<file path="src/rtl/etc_pkg.sv">
package etc_pkg;
  localparam int ADDR_W = 10;
  localparam int WIN_CH = 24;
  localparam int CNT_W  = 64;
  localparam int STS_W  = 32;

  localparam logic [7:0] OFS_CAP_LO = 8'h00;
  localparam logic [7:0] OFS_CAP_HI = 8'h04;
  localparam logic [7:0] OFS_CFG_LO = 8'h10;
  localparam logic [7:0] OFS_CFG_HI = 8'h14;
  localparam logic [7:0] OFS_STS    = 8'h20;
  localparam logic [7:0] OFS_CNT_LO = 8'hF0;
  localparam logic [7:0] OFS_CNT_HI = 8'hF4;

  typedef enum logic [3:0] {
    SEL_NONE, SEL_CAP_LO, SEL_CAP_HI, SEL_CFG_LO, SEL_CFG_HI,
    SEL_STS, SEL_CNT_LO, SEL_CNT_HI, SEL_CHAN
  } reg_sel_e;

  function automatic int clamp_count(int req, int lo, int hi);
    if (req < lo) return lo;
    if (req > hi) return hi;
    return req;
  endfunction

  function automatic logic [STS_W-1:0] impl_mask(int n);
    logic [STS_W-1:0] m;
    m = '0;
    for (int i = 0; i < STS_W; i++) if (i < n) m[i] = 1'b1;
    return m;
  endfunction

  function automatic logic [31:0] cap_low_word(logic [15:0] vendor, int n);
    logic [31:0] fld;
    fld = (32'(n - 1) & 32'h1F) << 8;
    return {vendor, 16'hA001} | fld;
  endfunction

  function automatic logic [CNT_W-1:0] merge_half(logic [CNT_W-1:0] old,
                                                  logic [31:0] word, logic hi);
    return hi ? {word, old[31:0]} : {old[CNT_W-1:32], word};
  endfunction
endpackage

</file>
<file path="src/rtl/etc_decode.sv">
module etc_decode
  import etc_pkg::*;
#(
  parameter int NCH = 3
) (
  input  logic [ADDR_W-1:0] addr,
  output reg_sel_e          sel,
  output logic              ch_hit,
  output logic [4:0]        ch_idx,
  output logic [4:0]        ch_ofs
);
  logic [7:0] gofs;
  assign gofs = {addr[7:2], 2'b00};

  always_comb begin
    ch_idx = addr[9:5] - 5'd8;
    ch_ofs = {addr[4:2], 2'b00};
    ch_hit = 1'b0;
    sel    = SEL_NONE;
    if (addr[9:8] != 2'b00) begin
      if (int'(ch_idx) < NCH) begin
        ch_hit = 1'b1;
        sel    = SEL_CHAN;
      end
    end else begin
      case (gofs)
        OFS_CAP_LO: sel = SEL_CAP_LO;
        OFS_CAP_HI: sel = SEL_CAP_HI;
        OFS_CFG_LO: sel = SEL_CFG_LO;
        OFS_CFG_HI: sel = SEL_CFG_HI;
        OFS_STS:    sel = SEL_STS;
        OFS_CNT_LO: sel = SEL_CNT_LO;
        OFS_CNT_HI: sel = SEL_CNT_HI;
        default:    sel = SEL_NONE;
      endcase
    end
  end
endmodule

</file>
<file path="src/rtl/etc_counter.sv">
module etc_counter
  import etc_pkg::*;
(
  input  logic             clk,
  input  logic             rst_n,
  input  logic             run,
  input  logic             tick,
  input  logic             wr_lo,
  input  logic             wr_hi,
  input  logic [31:0]      wdata,
  output logic [CNT_W-1:0] count
);
  always_ff @(posedge clk or negedge rst_n) begin
    if (!rst_n)
      count <= '0;
    else if (wr_lo || wr_hi)
      count <= merge_half(count, wdata, wr_hi);
    else if (run && tick)
      count <= count + CNT_W'(1);
  end
endmodule

</file>
<file path="src/rtl/etc_status.sv">
module etc_status
  import etc_pkg::*;
#(
  parameter int NCH = 3
) (
  input  logic             clk,
  input  logic             rst_n,
  input  logic [STS_W-1:0] set_in,
  input  logic             clr_wr,
  input  logic [STS_W-1:0] clr_data,
  output logic [STS_W-1:0] status,
  output logic [STS_W-1:0] clr_pulse
);
  for (genvar i = 0; i < STS_W; i++) begin : g_bit
    if (i < NCH) begin : g_impl
      logic bit_q, ack_q;
      always_ff @(posedge clk or negedge rst_n) begin
        if (!rst_n) begin
          bit_q <= 1'b0;
          ack_q <= 1'b0;
        end else begin
          ack_q <= clr_wr && clr_data[i] && bit_q;
          if (set_in[i])
            bit_q <= 1'b1;
          else if (clr_wr && clr_data[i])
            bit_q <= 1'b0;
        end
      end
      assign status[i]    = bit_q;
      assign clr_pulse[i] = ack_q;
    end else begin : g_none
      assign status[i]    = 1'b0;
      assign clr_pulse[i] = 1'b0;
    end
  end
endmodule

</file>
<file path="src/rtl/evt_timer_core.sv">
module evt_timer_core
  import etc_pkg::*;
#(
  parameter int          NUM_CH  = 4,
  parameter int          MIN_CH  = 3,
  parameter int          MAX_CH  = 24,
  parameter logic [15:0] VENDOR  = 16'h5A17,
  parameter logic [31:0] TICK_FS = 32'd10_000_000
) (
  input  logic              clk,
  input  logic              rst_n,
  input  logic              tick_en,
  input  logic              bus_valid,
  input  logic              bus_write,
  input  logic [ADDR_W-1:0] bus_addr,
  input  logic [31:0]       bus_wdata,
  output logic [31:0]       bus_rdata,
  output logic              ch_valid,
  output logic              ch_write,
  output logic [4:0]        ch_index,
  output logic [4:0]        ch_offset,
  output logic [31:0]       ch_wdata,
  input  logic [31:0]       ch_rdata,
  input  logic [31:0]       ch_event,
  input  logic [31:0]       ch_cmp_idle,
  output logic [31:0]       ch_ack,
  output logic [31:0]       ch_rearm,
  output logic              run_en,
  output logic              legacy_en
);
  localparam int              TOP_LIM   = (MAX_CH > WIN_CH) ? WIN_CH : MAX_CH;
  localparam int              NCH       = clamp_count(NUM_CH, MIN_CH, TOP_LIM);
  localparam logic [STS_W-1:0] IMPL_MASK = impl_mask(NCH);
  localparam logic [31:0]     CAP_LO    = cap_low_word(VENDOR, NCH);

  reg_sel_e   sel;
  logic       ch_hit;
  logic [4:0] idx, ofs;

  etc_decode #(.NCH(NCH)) u_dec (
    .addr(bus_addr), .sel(sel), .ch_hit(ch_hit), .ch_idx(idx), .ch_ofs(ofs)
  );

  // named events
  logic bus_wr, cnt_wr_lo, cnt_wr_hi, cnt_wr, cfg_wr, sts_wr, en_rise;
  logic [1:0] cfg_q;
  assign bus_wr    = bus_valid && bus_write;
  assign cnt_wr_lo = bus_wr && (sel == SEL_CNT_LO);
  assign cnt_wr_hi = bus_wr && (sel == SEL_CNT_HI);
  assign cnt_wr    = cnt_wr_lo || cnt_wr_hi;
  assign cfg_wr    = bus_wr && (sel == SEL_CFG_LO);
  assign sts_wr    = bus_wr && (sel == SEL_STS);
  assign en_rise   = cfg_wr && bus_wdata[0] && !cfg_q[0];

  always_ff @(posedge clk or negedge rst_n) begin
    if (!rst_n)      cfg_q <= 2'b00;
    else if (cfg_wr) cfg_q <= bus_wdata[1:0];
  end
  assign run_en    = cfg_q[0];
  assign legacy_en = cfg_q[1];

  logic [31:0] rearm_q;
  always_ff @(posedge clk or negedge rst_n) begin
    if (!rst_n) rearm_q <= '0;
    else        rearm_q <= en_rise ? (~ch_cmp_idle & IMPL_MASK) : '0;
  end
  assign ch_rearm = rearm_q;

  logic [CNT_W-1:0] count;
  etc_counter u_cnt (
    .clk(clk), .rst_n(rst_n), .run(cfg_q[0]), .tick(tick_en),
    .wr_lo(cnt_wr_lo), .wr_hi(cnt_wr_hi), .wdata(bus_wdata), .count(count)
  );

  logic [STS_W-1:0] status;
  etc_status #(.NCH(NCH)) u_sts (
    .clk(clk), .rst_n(rst_n), .set_in(ch_event), .clr_wr(sts_wr),
    .clr_data(bus_wdata), .status(status), .clr_pulse(ch_ack)
  );

  assign ch_valid  = bus_valid && ch_hit;
  assign ch_write  = bus_write;
  assign ch_index  = idx;
  assign ch_offset = ofs;
  assign ch_wdata  = bus_wdata;

  always_comb begin
    bus_rdata = '0;
    if (bus_valid && !bus_write) begin
      case (sel)
        SEL_CAP_LO: bus_rdata = CAP_LO;
        SEL_CAP_HI: bus_rdata = TICK_FS;
        SEL_CFG_LO: bus_rdata = {30'd0, cfg_q};
        SEL_STS:    bus_rdata = status;
        SEL_CNT_LO: bus_rdata = count[31:0];
        SEL_CNT_HI: bus_rdata = count[63:32];
        SEL_CHAN:   bus_rdata = ch_rdata;
        default:    bus_rdata = '0;
      endcase
    end
  end
endmodule

</file>
<file path="config.mk">
export PLATFORM = sky130hd
export DESIGN_NAME = evt_timer_core
export DESIGN_NICKNAME = d
export VERILOG_FILES = /design/src/rtl/etc_pkg.sv /design/src/rtl/etc_decode.sv /design/src/rtl/etc_counter.sv /design/src/rtl/etc_status.sv /design/src/rtl/evt_timer_core.sv
export SDC_FILE = /design/constraint.sdc
export NUM_CORES = 1
export LEC_CHECK = 0
export BUFFER_PORTS_ARGS = -buffer_cell sky130_fd_sc_hd__buf_2
export CAP_MARGIN = 20
export CORE_AREA = 2 2 120 145
export CTS_BUF_LIST = sky130_fd_sc_hd__clkbuf_16
export DETAILED_ROUTE_END_ITERATION = 8
export DIE_AREA = 0 0 122 147
export GPL_ROUTABILITY_DRIVEN = 0
export PLACE_DENSITY = 0.72
export SYNTH_ARGS = -nofsm -noshare
export SYNTH_HDL_FRONTEND = slang
export SYNTH_HIERARCHICAL = 1
export SYNTH_SLANG_ARGS = --single-unit
</file>
<file path="constraint.sdc">
create_clock -name clk -period 5.85 [get_ports clk]
set_input_delay 1.755 -clock clk [delete_from_list [all_inputs] [get_ports clk]]
set_output_delay 1.755 -clock clk [all_outputs]
set_load 0.01 [all_outputs]
</file>
==> reports/results.ini <==
[worst_setup_path]
worst-path-stages = 10
cpLargestDelayFamily = compound AO/OA/AOI/OAI gates
cp-start-kind = input port
cp_max_fo = 8
worst-setup-path-type = in -> out
path_cells = buf_2 -> nor4b_4 -> nand2b_1 -> a21oi_2 -> buf_4 -> and2b_1 -> o21ai_0 -> a21o_1 -> a21oi_2 -> buf_2
cp-endpoint = bus_rdata[15]
max_stage_delay_ns = 0.45
end_kind = primary output
crit_start = bus_addr[5]
r2r_slack_ns = 2.88
cp_num_buf_inv = 3
required_ns = 4.09
worstPathArrival_ns = 3.92
r2r-end = u_cnt/count[60]
cp_slowest_cell = a21oi_2
reg2reg_depth = 6
r2r-start = u_cnt/count[0]

[yosys]
yosysUniqueCellTypes = 70
yosysWarnings = 6
postSynthCellCount = 899
synth_area_um2 = 7284
ys_seq_elements = 78
seq_area_frac_synth_pct = 26.79
avgSynthCellArea_um2 = 8.103
synthFlopType = dfrtp_1
synthArstFlopShare_pct = 100.0
synth-edff-count = 0

[routing]
drtPass1Iterations = 7
antenna_left = 0
drtIter0Drc = 899
avgRoutedWirePerCell_um = 19.56
drc = 0
routed_wl_mm = 24.01
viasPerCell = 6.001
vias = 7369

[timing]
tns_ns = 0
maxSlewViolCount = 0
fmax_mhz = 176.3
worst_pin_slew_ns = 0.7691
hold_viol = 0
fin_crit_ns = 5.674
final-setup-viol-count = 0
rsz0062_at_grt = no
period_share_pct = 96.99
fin_skew_ns = 0.006484
max_slew_margin_pct = 48.34

[worst_hold_path]
hold_path_class = reg -> reg

[grt]
grt.overflow.total = 0
grt_antenna_before_repair = 0
grt_max_degree = 79
track_usage_pct = 26.26
first_global_vias = 6592
grt_pass1_wl_mm = 36.52

[outcome]
status = finished, final reports clean

[clock_network]
htree_levels = 3
cts_made_buffers = 9
clock_latency_ns = 0.34
cts_tree = yes
clk_pin_slew_ns = 0.06
postCtsSetupBuffers = 0
cts_num_sinks = 78
cts_resized = 0
cts-root-buf = clkbuf_16
cts_hold_buf = 0
clock_path_buffers = 2

[final_layout]
nFillCells = 1618
n_antenna_cell = 0
synthToLayoutAreaGrowth_pct = 10.55
final_layout_size_suffix_gt1_share_pct = 27.67
final_common_cell = buf_2
finalInstanceArea_um2 = 8053
layout_common_cells = buf_2, nand2_1, conb_1
nNetsFinal = 1153

[die]
start_util_pct = 43.91
core_area_um2 = 16590
io_pins = 285
die_height_um = 147
rows = 52
die-width_um = 122
dieArea_um2 = 17930

[flow_run]
max_cap_viol_count = 0

[power_and_ir_drop]
total_power_uw = 1244
power.density_nw_per_um2 = 154.5
power_leakage_uw = 0.003343
ir_drop_v = 0.0001410

[placement]
hpwlAfterDp_mm = 18.34
io_buffers = 168
place_area_um2 = 7735

-- layer usage --
layer  global-route usage, %  routed length (um)  vias to the layer above  share of wire [%]
li1                        -                   -                     3322                  -
met1                   34.62                9254                     3488                 39
met2                   42.77               11380                      485                 47
met3                   4.076                2368                       74                9.9
met4                   10.80                1006                        0                4.2
met5                       0                   0                        -                  0
-- state kept, by name, indices dropped and copies added (netlist names) --
| name | count |
|---|---|
| cfg_q | 2 |
| u_sts/g_bit.g_impl.ack_q | 4 |
| u_cnt/count | 64 |
| u_sts/g_bit.g_impl.bit_q | 4 |
| ch_rearm | 4 |
-- Yosys cell counts (9+ instances only) --
cell type / number / area share (%)
xor2_1: 11 / 1.3
nor2b_1: 10 / 0.86
a21oi_1: 12 / 0.82
and3_1: 13 / 1.1
buf_2: 14 / 0.96
dfrtp_1: 78 / 27
clkbuf_1: 26 / 1.3
or4_1: 14 / 1.4
nand2_1: 101 / 5.2
a22o_1: 24 / 2.9
a21o_1: 9 / 0.93
nor4_1: 17 / 1.5
nand4_1: 38 / 3.3
nor2_1: 43 / 2.2
o21ai_0: 36 / 2.5
buf_4: 136 / 14
nand3_1: 56 / 3.8
or3_1: 12 / 1.0
nand2b_1: 10 / 0.86
o211ai_1: 28 / 2.9
a21oi_2: 27 / 3.2
inv_1: 14 / 0.72
nor3_1: 18 / 1.2
o311ai_0: 12 / 1.4
a22oi_1: 20 / 2.1
-- cell families (layout without fill, tap and decap cells) --
kind of cell             after synthesis  count (layout)  synth area share, %
AO/OA/AOI/OAI                        215             215                22.35
XOR/XNOR                              17              17                2.044
adder cells (fa/ha/maj)                3               3               0.5153
buffers and inverters                198             228                17.97
flip-flops                            78              78                26.79
multiplexers                           9               9                1.288
other                                  3              86               0.1546
AND/OR/NAND/NOR                      376             376                28.89
-- final cells by class --
| cell class | instances | area (um^2) | area share (%) |
|---|---|---|---|
| clock buffer | 9 | 225.2 | 2.797 |
| clock inverter | 7 | 65.06 | 0.8080 |
| inverter | 16 | 60.06 | 0.7458 |
| multi-input combinational | 706 | 4357 | 54.10 |
| sequential | 78 | 1952 | 24.24 |
| tap | 216 | 270.3 | 3.356 |
| timing repair buffer | 196 | 1124 | 13.95 |
-- through the flow --
stage	setup slack [ns]	util, %	instances	hold slack, ns
after floorplan	0.5839	-	982	0.4652
after global placement	0.2161	46.62	1211	0.4882
after detailed placement	0.2365	46.62	1211	0.5068
after CTS	0.2251	48.37	1227	0.5207
after global routing	0.02907	48.54	1228	0.5506
final	0.1763	48.54	1228	0.5251
-- how the worst min path moves through the flow --
stage / startpoint / to / slack, ns / cells past startpoint
floorplan: u_sts/g_bit[0].g_impl.bit_q / u_sts/g_bit[0].g_impl.bit_q / 0.47 / 1
global placement: u_sts/g_bit[2].g_impl.bit_q / u_sts/g_bit[2].g_impl.bit_q / 0.49 / 1
detailed placement: u_sts/g_bit[0].g_impl.bit_q / u_sts/g_bit[0].g_impl.bit_q / 0.51 / 1
CTS: u_sts/g_bit[0].g_impl.bit_q / u_sts/g_bit[0].g_impl.bit_q / 0.52 / 1
global route: u_sts/g_bit[3].g_impl.bit_q / u_sts/g_bit[3].g_impl.bit_q / 0.55 / 1
finish: u_sts/g_bit[0].g_impl.bit_q / u_sts/g_bit[0].g_impl.bit_q / 0.53 / 1
-- worst reg2reg max path, stage by stage (launching register included) --
cell and delay [ns]:
dfrtp_1 0.48, ha_1 0.41, nand4_1 0.26, nor4_4 0.64
nand4_1 0.45, o311ai_0 0.48, nand3_1 0.12
-- report_power, final --
part	internal (uW)	total (uW)	leakage [uW]	switching [uW]
Clock	327	558	0.000133	231
Combinational	50.0	141	0.00215	91.3
Sequential	541	545	0.00106	4.16
Power figures use the tool's default switching activity.
